==> src/rtl/swallow_pkg.sv <==
package swallow_pkg;
  localparam int P_SMALL = 64;
  localparam int P_LARGE = 128;
  localparam int SH_SMALL = $clog2(P_SMALL);
  localparam int SH_LARGE = $clog2(P_LARGE);
  localparam int MIN_CONT_SMALL = P_SMALL * (P_SMALL - 1);
  localparam int MIN_CONT_LARGE = P_LARGE * (P_LARGE - 1);

  // strobes issued by the sequencer towards the ratio datapath
  typedef struct packed {
    logic wrap;   // current output period ends on this clock
  } seqStb_t;
endpackage

==> src/rtl/swallow_split.sv <==
module swallow_split
  import swallow_pkg::*;
#(
  parameter int NW = 18,
  parameter int AW = 7,
  parameter int BW = 11
) (
  input  logic [NW-1:0] nIn,
  input  logic          bigPre,
  output logic [AW-1:0] aOut,
  output logic [BW-1:0] bOut,
  output logic          legal
);
  localparam int RAW_AW = SH_LARGE;

  logic [NW-1:0]     bFull;
  logic [RAW_AW-1:0] aRaw;
  logic [NW-1:0]     minCont;
  logic              fits, nonZero, continuous, ordered;

  always_comb begin
    if (bigPre) begin
      bFull   = nIn >> SH_LARGE;
      aRaw    = nIn[RAW_AW-1:0];
      minCont = NW'(MIN_CONT_LARGE);
    end else begin
      bFull   = nIn >> SH_SMALL;
      aRaw    = {1'b0, nIn[SH_SMALL-1:0]};
      minCont = NW'(MIN_CONT_SMALL);
    end
    fits       = (bFull >> BW) == '0;
    nonZero    = bFull != '0;
    continuous = nIn >= minCont;
    ordered    = bFull >= NW'(aRaw);
    legal      = fits && nonZero && (continuous || ordered);
    aOut       = AW'(aRaw);
    bOut       = bFull[BW-1:0];
  end
endmodule

==> src/rtl/swallow_dp.sv <==
module swallow_dp
  import swallow_pkg::*;
#(
  parameter int AW = 7,
  parameter int BW = 11,
  parameter int RST_A = 1,
  parameter int RST_B = 17
) (
  input  logic          clk,
  input  logic          rstN,
  input  logic          loadReq,
  input  logic          legalIn,
  input  logic [AW-1:0] aIn,
  input  logic [BW-1:0] bIn,
  input  seqStb_t       stb,
  output logic [AW-1:0] actA,
  output logic [BW-1:0] actB,
  output logic [AW-1:0] nextA,
  output logic [BW-1:0] nextB,
  output logic          illegal
);
  logic          pendValid;
  logic [AW-1:0] pendA;
  logic [BW-1:0] pendB;

  assign nextA = pendValid ? pendA : actA;
  assign nextB = pendValid ? pendB : actB;

  always_ff @(posedge clk) begin
    if (!rstN) begin
      pendValid <= 1'b0;
      pendA     <= '0;
      pendB     <= '0;
      actA      <= AW'(RST_A);
      actB      <= BW'(RST_B);
      illegal   <= 1'b0;
    end else begin
      if (stb.wrap) begin
        actA <= nextA;
        actB <= nextB;
      end
      if (loadReq) begin
        illegal <= !legalIn;
      end
      if (loadReq && legalIn) begin
        pendA     <= aIn;
        pendB     <= bIn;
        pendValid <= 1'b1;
      end else if (stb.wrap) begin
        pendValid <= 1'b0;
      end
    end
  end
endmodule

==> src/rtl/swallow_ctrl.sv <==
module swallow_ctrl
  import swallow_pkg::*;
#(
  parameter int AW = 7,
  parameter int BW = 11,
  parameter int RST_A = 1,
  parameter int RST_B = 17
) (
  input  logic          clk,
  input  logic          rstN,
  input  logic          preStrobe,
  input  logic [AW-1:0] nextA,
  input  logic [BW-1:0] nextB,
  output seqStb_t       stb,
  output logic          modCtl,
  output logic          divPulse
);
  logic [AW-1:0] aCnt;
  logic [BW-1:0] bCnt;
  logic          lastStep;

  assign lastStep = bCnt <= BW'(1);
  assign stb.wrap = preStrobe && lastStep;
  assign modCtl   = aCnt != '0;

  always_ff @(posedge clk) begin
    if (!rstN) begin
      aCnt     <= AW'(RST_A);
      bCnt     <= BW'(RST_B);
      divPulse <= 1'b0;
    end else begin
      divPulse <= stb.wrap;
      if (stb.wrap) begin
        aCnt <= nextA;
        bCnt <= nextB;
      end else if (preStrobe) begin
        bCnt <= bCnt - BW'(1);
        if (aCnt != '0) aCnt <= aCnt - AW'(1);
      end
    end
  end
endmodule

==> src/rtl/swallow_divider.sv <==
module swallow_divider
  import swallow_pkg::*;
#(
  parameter int NW = 18,
  parameter int AW = 7,
  parameter int BW = 11,
  parameter int RST_A = 1,
  parameter int RST_B = 17
) (
  input  logic          clk,
  input  logic          rstN,
  input  logic          preStrobe,
  input  logic [NW-1:0] nReq,
  input  logic          preSel,
  input  logic          loadReq,
  output logic          modCtl,
  output logic          divPulse,
  output logic [AW-1:0] aVal,
  output logic [BW-1:0] bVal,
  output logic          illegal
);
  logic [AW-1:0] splitA, nextA;
  logic [BW-1:0] splitB, nextB;
  logic          splitLegal;
  seqStb_t       stb;

  swallow_split #(.NW(NW), .AW(AW), .BW(BW)) u_split (
    .nIn(nReq), .bigPre(preSel), .aOut(splitA), .bOut(splitB), .legal(splitLegal)
  );

  swallow_dp #(.AW(AW), .BW(BW), .RST_A(RST_A), .RST_B(RST_B)) u_dp (
    .clk(clk), .rstN(rstN), .loadReq(loadReq), .legalIn(splitLegal),
    .aIn(splitA), .bIn(splitB), .stb(stb), .actA(aVal), .actB(bVal),
    .nextA(nextA), .nextB(nextB), .illegal(illegal)
  );

  swallow_ctrl #(.AW(AW), .BW(BW), .RST_A(RST_A), .RST_B(RST_B)) u_ctrl (
    .clk(clk), .rstN(rstN), .preStrobe(preStrobe), .nextA(nextA), .nextB(nextB),
    .stb(stb), .modCtl(modCtl), .divPulse(divPulse)
  );
endmodule

==> config.mk <==
export PLATFORM = sky130hd
export DESIGN_NAME = swallow_divider
export DESIGN_NICKNAME = d
export VERILOG_FILES = /design/src/rtl/swallow_pkg.sv /design/src/rtl/swallow_split.sv /design/src/rtl/swallow_dp.sv /design/src/rtl/swallow_ctrl.sv /design/src/rtl/swallow_divider.sv
export SDC_FILE = /design/constraint.sdc
export NUM_CORES = 1
export LEC_CHECK = 0
export BUFFER_PORTS_ARGS = -buffer_cell sky130_fd_sc_hd__clkbuf_2
export CAP_MARGIN = 20
export CORE_MARGIN = 1
export CORE_UTILIZATION = 45
export CTS_CLUSTER_SIZE = 28
export DETAILED_ROUTE_END_ITERATION = 10
export GPL_TIMING_DRIVEN = 0
export PLACE_DENSITY = 0.65
export REMOVE_ABC_BUFFERS = 1
export SLEW_MARGIN = 10
export SYNTH_ARGS = -nofsm -noshare
export SYNTH_HDL_FRONTEND = slang
export SYNTH_SLANG_ARGS = --single-unit
==> constraint.sdc <==
create_clock -name clk -period 3.3 [get_ports clk]
set_input_delay 0.33 -clock clk [delete_from_list [all_inputs] [get_ports clk]]
set_output_delay 0.33 -clock clk [all_outputs]
set_load 0.03 [all_outputs]
### After elaboration in Yosys (flattened, before gate mapping)

Cells that the tools add are included.

* add/sub/neg operators: 2
* $lt $le $gt $ge: 3
* multiplexer cells: 12
* reduce and logical (&&, ||, !) cells: 13

Operators by type and width (count)
* $mux 7: 5
* $mux 11: 3
* $ge 18x18->1: 1
* $ge 18x7->1: 1
* $logic_not 18->1: 1
* $reduce_bool 18->1: 1
* $mux 14: 1
* $mux 12: 1
* $le 11x1->1 const B: 1
* $sub 11x1->11 const B: 1
* $reduce_bool 7->1: 1
* $sub 7x1->7 const B: 1
* $reduce_bool 2->1: 3
* $logic_and 1x1->1: 4
* $mux 1: 2
* $reduce_and 2->1: 1
* $logic_not 1->1: 1
* $logic_or 1x1->1: 1

* register bits after elaboration: 57
* bits of input ports: 23
* output and inout port bits: 21
* logic and storage cells: 39

### Logic depth before layout (Yosys ltp)

* word-level depth: 6
* depth in mapped cells: 12

### Cells and area by module

A second synthesis with hierarchy kept.

* cells, all modules: 394
* area, all modules: 3412.0 um2

Modules (own cells, without submodules)
* swallow_dp: instances 1, cells each 175, area each 1620.3 um2, seq. area each 760.7 um2
* swallow_ctrl: instances 1, cells each 155, area each 1292.5 um2, seq. area each 380.4 um2
* swallow_split: instances 1, cells each 64, area each 499.2 um2, seq. area each 0.0 um2

### Worst setup path after synthesis

OpenSTA, ideal clock, no wires.

* path kind: input -> register
* start point: input port preSel
* end point: register u_dp.pendA[0]
* setup time: 125 ps
* arrival: 2750 ps
* required time: 3175 ps
* setup slack: 425 ps
* stages on the path: 11
* path buffers: 3
* path through: clkbuf_1 -> buf_1 -> mux2i_1 -> inv_1 -> ha_1 -> nor2b_1 -> o211ai_1 -> a311o_1 -> a41oi_2 -> buf_2 -> o22ai_1

* longest elaborated chain between the ends: 5
* elaborated cells on any way between the ends: 11

RTL lines
* start, declared: line swallow_divider.sv:14 `input logic preSel,`
* $mux 12 (*): line swallow_split.sv:22 `if (bigPre) begin`
* net splitB[1]: line swallow_divider.sv:23 `logic [BW-1:0] splitB, nextB;`
* $ge 18x7->1 or $reduce_bool 18->1 (tied branches): line swallow_split.sv:34, swallow_split.sv:32
* $logic_or 1x1->1 or $logic_and 1x1->1 (tied branches): line swallow_split.sv:35 `legal = fits && nonZero && (continuous || ordered);`
* $logic_and 1x1->1 (*): line swallow_split.sv:35
* $logic_and 1x1->1 (*): line swallow_dp.sv:45 `if (loadReq && legalIn) begin`
* end signal, assigned: line swallow_dp.sv:46 `pendA <= aIn;`
* end, declared: line swallow_dp.sv:23 `logic [AW-1:0] pendA;`

Mark *: on every way through the listed nets, which the timed path passes. The rest lies on a longest branch.
A chain may end at the register's enable or synchronous reset.

### Worst setup path after layout

* start point: input port preSel
* end point: register u_dp.pendB[3]

* longest elaborated chain between the ends: 5
* elaborated cells on any way between the ends: 11

RTL lines
* $mux 12 (*): line swallow_split.sv:22
* net splitB[2]: line swallow_divider.sv:23
* $ge 18x7->1 or $reduce_bool 18->1 (tied branches): line swallow_split.sv:34, swallow_split.sv:32
* $logic_or 1x1->1 or $logic_and 1x1->1 (tied branches): line swallow_split.sv:35
* $logic_and 1x1->1 (*): line swallow_split.sv:35
* $logic_and 1x1->1 (*): line swallow_dp.sv:45
* end signal, assigned: line swallow_dp.sv:47 `pendB <= bIn;`
* end, declared: line swallow_dp.sv:24 `logic [BW-1:0] pendB;`

Marked as above.

==> flow_summary_export.csv <==
group,metric,value,unit
logic_synthesis,yosysTopAreaCell,"dfxtp_1",
finish,fin_nets,431,
clocking,htree_levels,3,
run_status,outcome,"complete, but fails checks",
route,dr.pass1.iters,7,
sta,holdWs,0.2508,ns
logic_synthesis,synth_top_area_frac,0.3787,
power,leakage,0.001483,uW
clocking,cts.sinks,57,
route,routedWlPerCell,14.60,um
sta,rsz0062_at_grt,"no",
sta,period_share,0.8128,
clocking,cts_made_buffers,9,
die,pin_count,44,
global_route,grt_pass1_vias,2393,
sta,setup_viol,0,
logic_synthesis,ys_seq_area_frac,0.3787,
route,route.detailed.drc,4,
worst_setup_path,cp_top_family,"compound AO/OA/AOI/OAI gates",
run_status,violations,"design-rule violations",
sta,hold_violations,0,
logic_synthesis,syn_inst,360,
worst_setup_path,cp.depth,9,
clocking,ctsHoldBuffers,0,
logic_synthesis,yosysMostFrequentCell,"dfxtp_1",
die,dieArea,0.007027,mm^2
logic_synthesis,ys_ff_latch,57,
logic_synthesis,synth_flop_cell,"dfxtp_1",
sta,fmax,372.8,MHz
route,detail_route.iter0.violations,139,
logic_synthesis,synth_area_leaders,"dfxtp_1 38%, mux2i_1 7.0%, ha_1 5.8%",
logic_synthesis,synthArstFlopShare,0,
place,port_buffers,43,
power,p_per_area,496.3,mW/mm^2
clocking,clock_latency,0.33,ns
global_route,grt_pass1_wl,11.62,mm
route,finalWirelength,6.935,mm
clocking,post-cts-setup-buffers,0,
sta,worst_pin_slew,1.087,ns
sta,slew_violations,0,
die,initial_core_util,0.4691,
worst_setup_path,cp-start-kind,"input pin",
sta,tns,0,ns
worst_setup_path,rr_worst_depth,6,
clocking,cts.path.max_buffers,2,
die,rows,29,
worst_setup_path,arrival,2.85,ns
logic_synthesis,synth-edff-count,0,
global_route,grt_overflow,0,
worst_setup_path,cp-end-kind,"flip-flop",
finish,syn_to_final_growth,13.62,%
worst_setup_path,crit_chain,"clkbuf_2, mux2i_1, inv_1, ha_1, and3_1, o21ai_0, a311o_1, a311o_1, o22ai_1",
clocking,cts_tree,"yes",
worst_hold_path,holdPathStages,3,
worst_setup_path,cp_slowest_cell,"a311o_1",
place,routabilityCongestion,0.7872,
die,core,0.006422,mm^2
route,vias_per_cell,5.533,
logic_synthesis,synthTopCellsByCount,"57 x dfxtp_1, 42 x inv_1, 36 x nand2_1",
logic_synthesis,ys_types,53,
sta,period_minus_slack,2.682,ns
global_route,grt_max_degree,31,
worst_setup_path,path_buf_inv,2,
sta,relSlewSlack,0.2740,
route,vias,2628,
worst_setup_path,cpMostUsedCell,"a311o_1",
finish,layout-drive-gt1-share,0.1734,
place,dp_hpwl,5.048,mm
clocking,clk_pin_slew,0.07,ns
worst_setup_path,slowest_delay,0.66,ns
die,die_x,83.83,um
logic_synthesis,avgSynthCellArea,8.369,um^2
worst_setup_path,crit_path_max_fanout,19,
die,dieHeight,83.83,um
global_route,grt_usage,0.2075,
clocking,cts_root_buf,"clkbuf_8",
logic_synthesis,mappedNetlistArea,0.003013,mm^2
route,antenna_left,0,
flow_run,max_cap_violations,0,
worst_setup_path,crit_type,"input pin to flip-flop",
logic_synthesis,yosys_warnings,0,
worst_hold_path,hp-class,"input pin to flip-flop",
power,peakVddDrop,0.0002335,V
sta,finalClockSkew,0.009771,ns
worst_setup_path,cp.required,3.47,ns
clocking,cts_resized,0,
finish,n_antenna_cell,0,
global_route,antenna_found_initial,0,
-- state kept, by name, summed over array words and instances (netlist names) --
| signal | count |
|---|---|
| u_ctrl.aCnt | 7 |
| u_ctrl.bCnt | 11 |
| u_dp.actA | 7 |
| u_ctrl.divPulse | 1 |
| u_dp.illegal | 1 |
| u_dp.actB | 11 |
| u_dp.pendValid | 1 |
| u_dp.pendB | 11 |
| u_dp.pendA | 7 |
-- cell usage in the layout, fill, tap and decap left out, drive strengths merged, types with 4 or more instances in the layout --
cell type,instances
o21ai,19
o22ai,18
inv,42
ha,14
mux2i,21
dfxtp,57
nor3,10
nand4,5
clkbuf,53
a31oi,5
nand3b,4
nor2,26
a21oi,16
a211oi,9
mux2,4
nand3,5
a32o,5
nand2,36
-- through the flow --
step	cells	util	setup slack [ns]	power, uW	area [um^2]
finish	475	0.5330	0.6176	1699	3423
global route	475	0.5330	0.4278	1790	3423
detailed placement	460	0.5028	0.2547	1066	3229
floorplan	340	-	1.129	977.2	2918
global placement	460	0.5028	0.3531	1058	3229
CTS	475	0.5330	0.5989	1712	3423
-- cells by family after synthesis --
group | after synthesis | synth area share
AOI/OAI and AO/OA | 94 | 0.2139
xor gates and xnor gates | 4 | 0.01163
adders and majority gates | 14 | 0.05814
buffers and inverters | 62 | 0.08389
DFF | 57 | 0.3787
muxes | 25 | 0.08472
and+or+nand+nor | 104 | 0.1690
-- path summary, 6_finish.rpt --
check	to	start	slack [ns]
worst min-delay path	u_dp.pendA[0]	nReq[0]	0.25
worst max-delay path	u_dp.pendB[3]	preSel	0.62
worst min register to register	u_dp.actB[3]	u_dp.pendB[3]	0.47
worst max register to register	u_dp.actB[6]	u_ctrl.bCnt[0]	0.74
-- layer usage --
metal	track usage	share of wire
met1	0.2871	0.49
met2	0.3189	0.45
met3	0.04352	0.041
met4	0.07367	0.012
met5	0	0
-- where the power goes --
part	internal [uW]	leakage (uW)	total (uW)	switching (uW)
clock network	363	0.0000981	647	283
registers	730	0.000465	776	46.3
logic	118	0.000921	276	159
-- cell type report --
class	instances	area, um^2
Clock buffer	10	137.6
Clock inverter	5	56.30
Fill cell	626	2999
Inverter	42	157.7
Multi-Input combinational cell	241	1619
Sequential cell	57	1141
Tap cell	77	96.34
Timing Repair Buffer	43	215.2
-- worst min-delay path, stage by stage --
cell and delay, ns:
clkbuf_2 0.10, inv_1 0.05, o22ai_1 0.05
No activity file was read; power rests on OpenSTA's default activity.
